[config.mk]
export PLATFORM = sky130hd
export DESIGN_NAME = nfs_sequencer
export DESIGN_NICKNAME = d
export VERILOG_FILES = /design/src/rtl/nfs_pkg.sv /design/src/rtl/nfs_req_latch.sv /design/src/rtl/nfs_phase_fsm.sv /design/src/rtl/nfs_pin_drive.sv /design/src/rtl/nfs_sequencer.sv
export SDC_FILE = /design/constraint.sdc
export NUM_CORES = 1
export LEC_CHECK = 0
export BUFFER_PORTS_ARGS = -buffer_cell sky130_fd_sc_hd__buf_4
export CORE_MARGIN = 2
export CORE_UTILIZATION = 46
export DETAILED_ROUTE_END_ITERATION = 10
export PLACE_DENSITY = 0.75
export SYNTH_ARGS = -nofsm -noshare
export SYNTH_HDL_FRONTEND = slang
export SYNTH_HIERARCHICAL = 1
export SYNTH_SLANG_ARGS = --single-unit
export TNS_END_PERCENT = 1
[constraint.sdc]
create_clock -name clk -period 2.3 [get_ports clk]
set_clock_uncertainty 0.05 [all_clocks]
set_input_delay 0 -clock clk [delete_from_list [all_inputs] [get_ports clk]]
set_output_delay 0 -clock clk [all_outputs]
set_load 0.03 [all_outputs]
[src/rtl/nfs_pkg.sv]
`timescale 1ns/1ps
package nfs_pkg;

    typedef enum logic [1:0] {
        KIND_CMD   = 2'd0,
        KIND_ADDR  = 2'd1,
        KIND_WRITE = 2'd2,
        KIND_READ  = 2'd3
    } req_kind_e;

    typedef enum logic [2:0] {
        ST_IDLE,
        ST_SETUP,
        ST_STROBE,
        ST_HOLD,
        ST_GAP
    } phase_e;

    // all spans in ticks (half system periods)
    localparam int SETUP_WR_TICKS   = 5;
    localparam int SETUP_RD_TICKS   = 2;
    localparam int HOLD_TICKS       = 6;
    localparam int LATCH_HOLD_TICKS = 5;
    localparam int TURN_TICKS       = 10;

endpackage

[src/rtl/nfs_req_latch.sv]
`timescale 1ns/1ps
module nfs_req_latch
    import nfs_pkg::*;
#(
    parameter int DW   = 8,
    parameter int DLYW = 4
) (
    input  logic            clk,
    input  logic            rst_n,
    input  logic            accept,
    input  req_kind_e       in_kind,
    input  logic [DW-1:0]   in_data,
    input  logic [DLYW-1:0] in_wr_dly,
    input  logic [DLYW-1:0] in_rd_dly,
    output req_kind_e       cur_kind,
    output logic [DW-1:0]   cur_data,
    output logic [DLYW-1:0] cur_dly
);

    always_ff @(posedge clk or negedge rst_n) begin
        if (!rst_n) begin
            cur_kind <= KIND_CMD;
            cur_data <= '0;
            cur_dly  <= '0;
        end else if (accept) begin
            cur_kind <= in_kind;
            cur_data <= in_data;
            // keep only the delay that applies to this request
            cur_dly  <= (in_kind == KIND_READ) ? in_rd_dly : in_wr_dly;
        end
    end

endmodule

[src/rtl/nfs_phase_fsm.sv]
`timescale 1ns/1ps
module nfs_phase_fsm
    import nfs_pkg::*;
#(
    parameter int DLYW = 4,
    localparam int CNTW = DLYW + 1
) (
    input  logic            clk,
    input  logic            rst_n,
    input  logic            req_valid,
    input  req_kind_e       in_kind,
    input  req_kind_e       cur_kind,
    input  logic [DLYW-1:0] cur_dly,
    output logic            accept,
    output logic            ready,
    output phase_e          state,
    output logic [CNTW-1:0] cnt
);

    localparam logic [CNTW-1:0] SETUP_WR_LAST = CNTW'(SETUP_WR_TICKS - 1);
    localparam logic [CNTW-1:0] SETUP_RD_LAST = CNTW'(SETUP_RD_TICKS - 1);
    localparam logic [CNTW-1:0] HOLD_LAST     = CNTW'(HOLD_TICKS - 1);

    logic cur_is_read;
    assign cur_is_read = (cur_kind == KIND_READ);

    // state register and tick counter
    always_ff @(posedge clk or negedge rst_n) begin
        if (!rst_n) begin
            state <= ST_IDLE;
            cnt   <= '0;
        end else begin
            unique case (state)
                ST_IDLE: begin
                    if (req_valid) begin
                        state <= ST_SETUP;
                        cnt   <= (in_kind == KIND_READ) ? SETUP_RD_LAST : SETUP_WR_LAST;
                    end
                end
                ST_SETUP: begin
                    if (cnt == '0) begin
                        state <= ST_STROBE;
                        cnt   <= {cur_dly, 1'b1};   // 2*(dly+1) ticks
                    end else begin
                        cnt <= cnt - 1'b1;
                    end
                end
                ST_STROBE: begin
                    if (cnt == '0) begin
                        state <= ST_HOLD;
                        cnt   <= HOLD_LAST;
                    end else begin
                        cnt <= cnt - 1'b1;
                    end
                end
                ST_HOLD: begin
                    if (cnt == '0) begin
                        state <= cur_is_read ? ST_IDLE : ST_GAP;
                    end else begin
                        cnt <= cnt - 1'b1;
                    end
                end
                ST_GAP: begin
                    state <= ST_IDLE;
                end
                default: begin
                    state <= ST_IDLE;
                    cnt   <= '0;
                end
            endcase
        end
    end

    // handshake outputs
    always_comb begin
        ready  = (state == ST_IDLE);
        accept = ready && req_valid;
    end

    assert_hold_reload_R4: assert property (@(posedge clk) disable iff (!rst_n)
        (state == ST_STROBE && cnt == '0) |=> (state == ST_HOLD && cnt == HOLD_LAST))
        else $error("strobe end did not start the full hold span");

endmodule

[src/rtl/nfs_pin_drive.sv]
`timescale 1ns/1ps
module nfs_pin_drive
    import nfs_pkg::*;
#(
    parameter int DW   = 8,
    parameter int CNTW = 5
) (
    input  logic            clk,
    input  logic            rst_n,
    input  phase_e          state,
    input  logic [CNTW-1:0] cnt,
    input  req_kind_e       cur_kind,
    input  logic [DW-1:0]   cur_data,
    input  logic [DW-1:0]   dq_in,
    output logic            ce_n,
    output logic            cle,
    output logic            ale,
    output logic            we_n,
    output logic            re_n,
    output logic [DW-1:0]   dq_out,
    output logic            dq_oe,
    output logic            rsp_valid,
    output logic [DW-1:0]   rsp_data
);

    localparam logic [CNTW-1:0] LEAD_MIN = CNTW'(HOLD_TICKS - LATCH_HOLD_TICKS);

    logic is_wr, lead_hold, active, strobe_end;

    // pin decode from phase
    always_comb begin
        is_wr      = (cur_kind != KIND_READ);
        lead_hold  = (state == ST_HOLD) && (cnt >= LEAD_MIN);
        active     = (state == ST_SETUP) || (state == ST_STROBE) || lead_hold;
        strobe_end = (state == ST_STROBE) && (cnt == '0);
        ce_n   = !((state == ST_SETUP) || (state == ST_STROBE) || (state == ST_HOLD));
        we_n   = !((state == ST_STROBE) && is_wr);
        re_n   = !((state == ST_STROBE) && !is_wr);
        cle    = active && (cur_kind == KIND_CMD);
        ale    = active && (cur_kind == KIND_ADDR);
        dq_oe  = active && is_wr;
        dq_out = dq_oe ? cur_data : '0;
    end

    // read capture on the edge that raises the read strobe
    always_ff @(posedge clk or negedge rst_n) begin
        if (!rst_n) begin
            rsp_valid <= 1'b0;
            rsp_data  <= '0;
        end else begin
            rsp_valid <= strobe_end && !is_wr;
            if (strobe_end && !is_wr) begin
                rsp_data <= dq_in;
            end
        end
    end

    // ticks since the write strobe was last low (saturating)
    logic [3:0] since_we;
    always_ff @(posedge clk or negedge rst_n) begin
        if (!rst_n) begin
            since_we <= 4'hf;
        end else if (!we_n) begin
            since_we <= '0;
        end else if (since_we != 4'hf) begin
            since_we <= since_we + 1'b1;
        end
    end

    assert_one_latch_R1: assert property (@(posedge clk) disable iff (!rst_n)
        !(cle && ale)) else $error("both latch enables high");
    assert_strobes_excl_R3: assert property (@(posedge clk) disable iff (!rst_n)
        !(!we_n && !re_n)) else $error("both strobes low");
    assert_strobe_needs_ce_R4: assert property (@(posedge clk) disable iff (!rst_n)
        ce_n |-> (we_n && re_n)) else $error("strobe low without chip enable");
    assert_oe_not_read_R6: assert property (@(posedge clk) disable iff (!rst_n)
        dq_oe |-> (re_n && !ce_n)) else $error("bus driven during read or idle");
    assert_turnaround_R7: assert property (@(posedge clk) disable iff (!rst_n)
        $fell(re_n) |-> (since_we >= 4'(TURN_TICKS))) else $error("write-to-read gap short");
    assert_rsp_pulse_R8: assert property (@(posedge clk) disable iff (!rst_n)
        rsp_valid |=> !rsp_valid) else $error("response valid longer than one tick");

endmodule

[src/rtl/nfs_sequencer.sv]
`timescale 1ns/1ps
module nfs_sequencer
    import nfs_pkg::*;
#(
    parameter int DW   = 8,
    parameter int DLYW = 4
) (
    input  logic            clk,
    input  logic            rst_n,
    input  logic            req_valid,
    output logic            req_ready,
    input  logic [1:0]      req_kind,
    input  logic [DW-1:0]   req_data,
    input  logic [DLYW-1:0] wr_dly,
    input  logic [DLYW-1:0] rd_dly,
    output logic            rsp_valid,
    output logic [DW-1:0]   rsp_data,
    output logic            nf_ce_n,
    output logic            nf_cle,
    output logic            nf_ale,
    output logic            nf_we_n,
    output logic            nf_re_n,
    output logic [DW-1:0]   nf_dq_out,
    output logic            nf_dq_oe,
    input  logic [DW-1:0]   nf_dq_in
);

    localparam int CNTW = DLYW + 1;

    req_kind_e       in_kind, cur_kind;
    logic [DW-1:0]   cur_data;
    logic [DLYW-1:0] cur_dly;
    logic            accept;
    phase_e          state;
    logic [CNTW-1:0] cnt;

    assign in_kind = req_kind_e'(req_kind);

    nfs_req_latch #(.DW(DW), .DLYW(DLYW)) latch_i (
        .clk(clk), .rst_n(rst_n), .accept(accept), .in_kind(in_kind),
        .in_data(req_data), .in_wr_dly(wr_dly), .in_rd_dly(rd_dly),
        .cur_kind(cur_kind), .cur_data(cur_data), .cur_dly(cur_dly)
    );

    nfs_phase_fsm #(.DLYW(DLYW)) fsm_i (
        .clk(clk), .rst_n(rst_n), .req_valid(req_valid), .in_kind(in_kind),
        .cur_kind(cur_kind), .cur_dly(cur_dly), .accept(accept),
        .ready(req_ready), .state(state), .cnt(cnt)
    );

    nfs_pin_drive #(.DW(DW), .CNTW(CNTW)) pins_i (
        .clk(clk), .rst_n(rst_n), .state(state), .cnt(cnt),
        .cur_kind(cur_kind), .cur_data(cur_data), .dq_in(nf_dq_in),
        .ce_n(nf_ce_n), .cle(nf_cle), .ale(nf_ale), .we_n(nf_we_n),
        .re_n(nf_re_n), .dq_out(nf_dq_out), .dq_oe(nf_dq_oe),
        .rsp_valid(rsp_valid), .rsp_data(rsp_data)
    );

    assert_ready_idle_R10: assert property (@(posedge clk) disable iff (!rst_n)
        req_ready |-> nf_ce_n) else $error("ready while chip enable active");

endmodule

==> metrics.csv <==
stage,metric,value,unit
status,status,finished clean,
worst_setup_path,cp.required,2250,ps
worst_setup_path,crit_type,flop to output pin,
die,initial_core_util,47.4,%
flow_run,drv_cap,0,
grt,gr-total-overflow,0,
cells_and_area,most-common-layout-cells,"53 x buf_4, 31 x dfrtp_1, 22 x dlygate4sd3_1, 10 x mux2_4",
grt,antenna_found_initial,0,
timing,setup_viol,0,
power_and_ir_drop,leakagePower,0.00110,uW
drt,drc_errors,0,
cells_and_area,antenna_cells,0,
die,fp.dieW,65.0,um
yosys,syn_area,0.00171,mm2
drt,drt-pass1-iter-count,4,
die,die_height,65.0,um
clocking,cts_tree,yes,
drt,first_iter_violations,41,
yosys,synth_edf_count,0,
worst_setup_path,start_kind,flop,
cells_and_area,syn2layout_area_growth,39.2,%
cells_and_area,nNetsFinal,246,
timing,period_minus_slack,1910,ps
yosys,yosysUniqueCellTypes,45,
cells_and_area,fin_cells,263,
placement,hpwl,2590,um
worst_setup_path,worstPathArrival,1860,ps
yosys,yosysSeqAreaShare,45.4,%
grt,first_global_vias,1410,
timing,rsz0062_at_grt,false,
power_and_ir_drop,ir_drop,840,uV
worst_setup_path,crit_path_end_kind,output pin,
clocking,h-tree-depth,2,
cells_and_area,regArea,776,um2
die,die_area,0.00422,mm2
placement,place_inst,235,
cells_and_area,final_common_cell,buf_4,
grt,grt_pass1_wl,6470,um
timing,relSlewSlack,59.1,%
worst_setup_path,regToRegStartpoint,fsm_i/cnt[0]$_DFFE_PN0P_,
yosys,synthCells,144,
clocking,cts_max_path_buffers,2,
timing,finalSetupTns,0,ps
clocking,post_cts_buffers,0,
cells_and_area,drive_gt1_share,44.2,%
timing,finalHoldViolCount,0,
drt,via_per_inst,5.30,
yosys,yosysWarnings,6,
worst_setup_path,cp-startpoint,fsm_i/state[2]$_DFFE_PN0P_,
drt,ant_nets,0,
cells_and_area,multi_input_area,838,um2
grt,track_usage,20.2,%
grt,grt_max_degree,32,
yosys,synth_nets,174,
timing,max_slew.worst_pin.slew,613,ps
worst_setup_path,path_max_fanout,13,
clocking,cts_buffers,5,
cells_and_area,fillers,286,
clocking,ctsResizeCount,0,
yosys,synth_ff_type,dfrtp_1,
clocking,path_clk_slew,60,ps
placement,place.gp.congestion,0.950,
die,core_area,0.00361,mm2
timing,fmax,0.523,GHz
clocking,cts_root_buffer,clkbuf_8,
power_and_ir_drop,total_power,3340,uW
placement,port_buffers,52,
hold_path,hold_class,input pin to flop,
clocking,clk_latency,270,ps
die,io_pins,53,
yosys,async_flop_share,100,%
die,rows,22,
drt,wirelength,3950,um
power_and_ir_drop,p_per_area,1400,mW/mm2
yosys,syn_avg_cell_area,11.9,um2
drt,wl_per_cell,15.0,um
yosys,synth_seq_cells,31,
hold_path,min_from,req_kind[1],
drt,vias,1395,
clocking,clock-sinks,31,
timing,period_share,83.2,%
timing,maxSlewViolCount,0,
-- worst paths after layout --
path                            cells after the start  slack [ps]                         endpoint
worst min-delay path                                3           9   latch_i/cur_dly[1]$_DFFE_PN0P_
worst max-delay path                                4         390                     nf_dq_out[7]
min in group asynchronous                           2         140   pins_i/rsp_data[2]$_DFFE_PN0P_
worst max register to register                      5         390         fsm_i/cnt[1]$_DFFE_PN0P_
max in group asynchronous                           2        1770   latch_i/cur_dly[0]$_DFFE_PN0P_
worst min register to register                      1         450  latch_i/cur_data[1]$_DFFE_PN0P_
-- layer usage --
layer	track usage (%)	vias to the layer above	wire, um
met5	0	-	0
met4	9.04	0	81
met3	4.34	8	232
met2	34.8	53	1950
met1	24.0	662	1680
li1	-	672	-
-- final cells by class --
| cell class | instances | share of cell area (%) |
|---|---|---|
| clock buffer | 6 | 3.05 |
| timing repair buffer | 75 | 26.0 |
| inverter | 4 | 0.631 |
| multi-input combinational | 99 | 35.2 |
| sequential | 31 | 32.6 |
| tap | 48 | 2.52 |
-- worst max-delay path: stages, from the launching register on --
cell and delay [ps]:
dfrtp_1 520, o21bai_1 250, a41o_2 360, nor3b_1 250, buf_4 200
-- registers in the layout (all words and copies together), names as in the netlist --
register and cells:
fsm_i/cnt 5, latch_i/cur_dly 4, fsm_i/state 3, latch_i/cur_data 8
pins_i/rsp_data 8, latch_i/cur_kind 2, pins_i/rsp_valid 1
-- cell usage after synthesis, types with 2 or more instances --
cell type | number | share of area, %
nand2b_1 | 2 | 0.73
a32o_1 | 3 | 1.8
mux2_2 | 9 | 5.9
nor3_1 | 4 | 1.2
buf_2 | 2 | 0.59
nor3b_2 | 9 | 6.6
a21bo_2 | 4 | 2.3
clkbuf_1 | 3 | 0.66
nor2_1 | 9 | 2.0
nand3_1 | 8 | 2.3
nor3b_1 | 3 | 1.3
inv_1 | 4 | 0.88
nor4_1 | 2 | 0.73
nand2_1 | 7 | 1.5
a31oi_1 | 5 | 1.8
mux2_4 | 10 | 8.8
o31ai_1 | 2 | 0.88
dfrtp_1 | 31 | 45
-- metrics by stage --
step / utilization, % / hold WS (ps) / setup slack, ps / cell area, um2
2_1_floorplan: - / -346 / 393 / 1710
3_3_place_gp: 57.9 / -98.6 / 518 / 2090
3_5_place_dp: 57.9 / -90.1 / 456 / 2090
4_1_cts: 66.0 / 4.65 / 372 / 2380
5_1_grt: 66.0 / 18.6 / 275 / 2380
6_report: 66.0 / 8.57 / 387 / 2380
-- power breakdown --
group	switching [uW]	total, uW	internal (uW)	leakage (uW)
logic	1030	1910	880	0.000674
clock network	178	379	201	0.0000371
registers	254	1050	798	0.000387
total	1460	3340	1880	0.00110
-- cell families after synthesis --
family / after synthesis / share of synthesized area [%]
AO/OA/AOI/OAI: 23 / 11.1
adder cells (fa/ha/maj): 1 / 0.732
multiplexers: 20 / 15.3
AND/OR/NAND/NOR: 54 / 21.5
buffers and inverters: 14 / 5.56
XOR/XNOR: 1 / 0.513
flip-flops: 31 / 45.4
-- what timing repair did --
item                                   4_1_cts  5_1_grt
hold buffers                                22        0
endpoints found under the hold margin       52        0
setup endpoints to repair                    0        0
(Power assumes the default switching activity.)
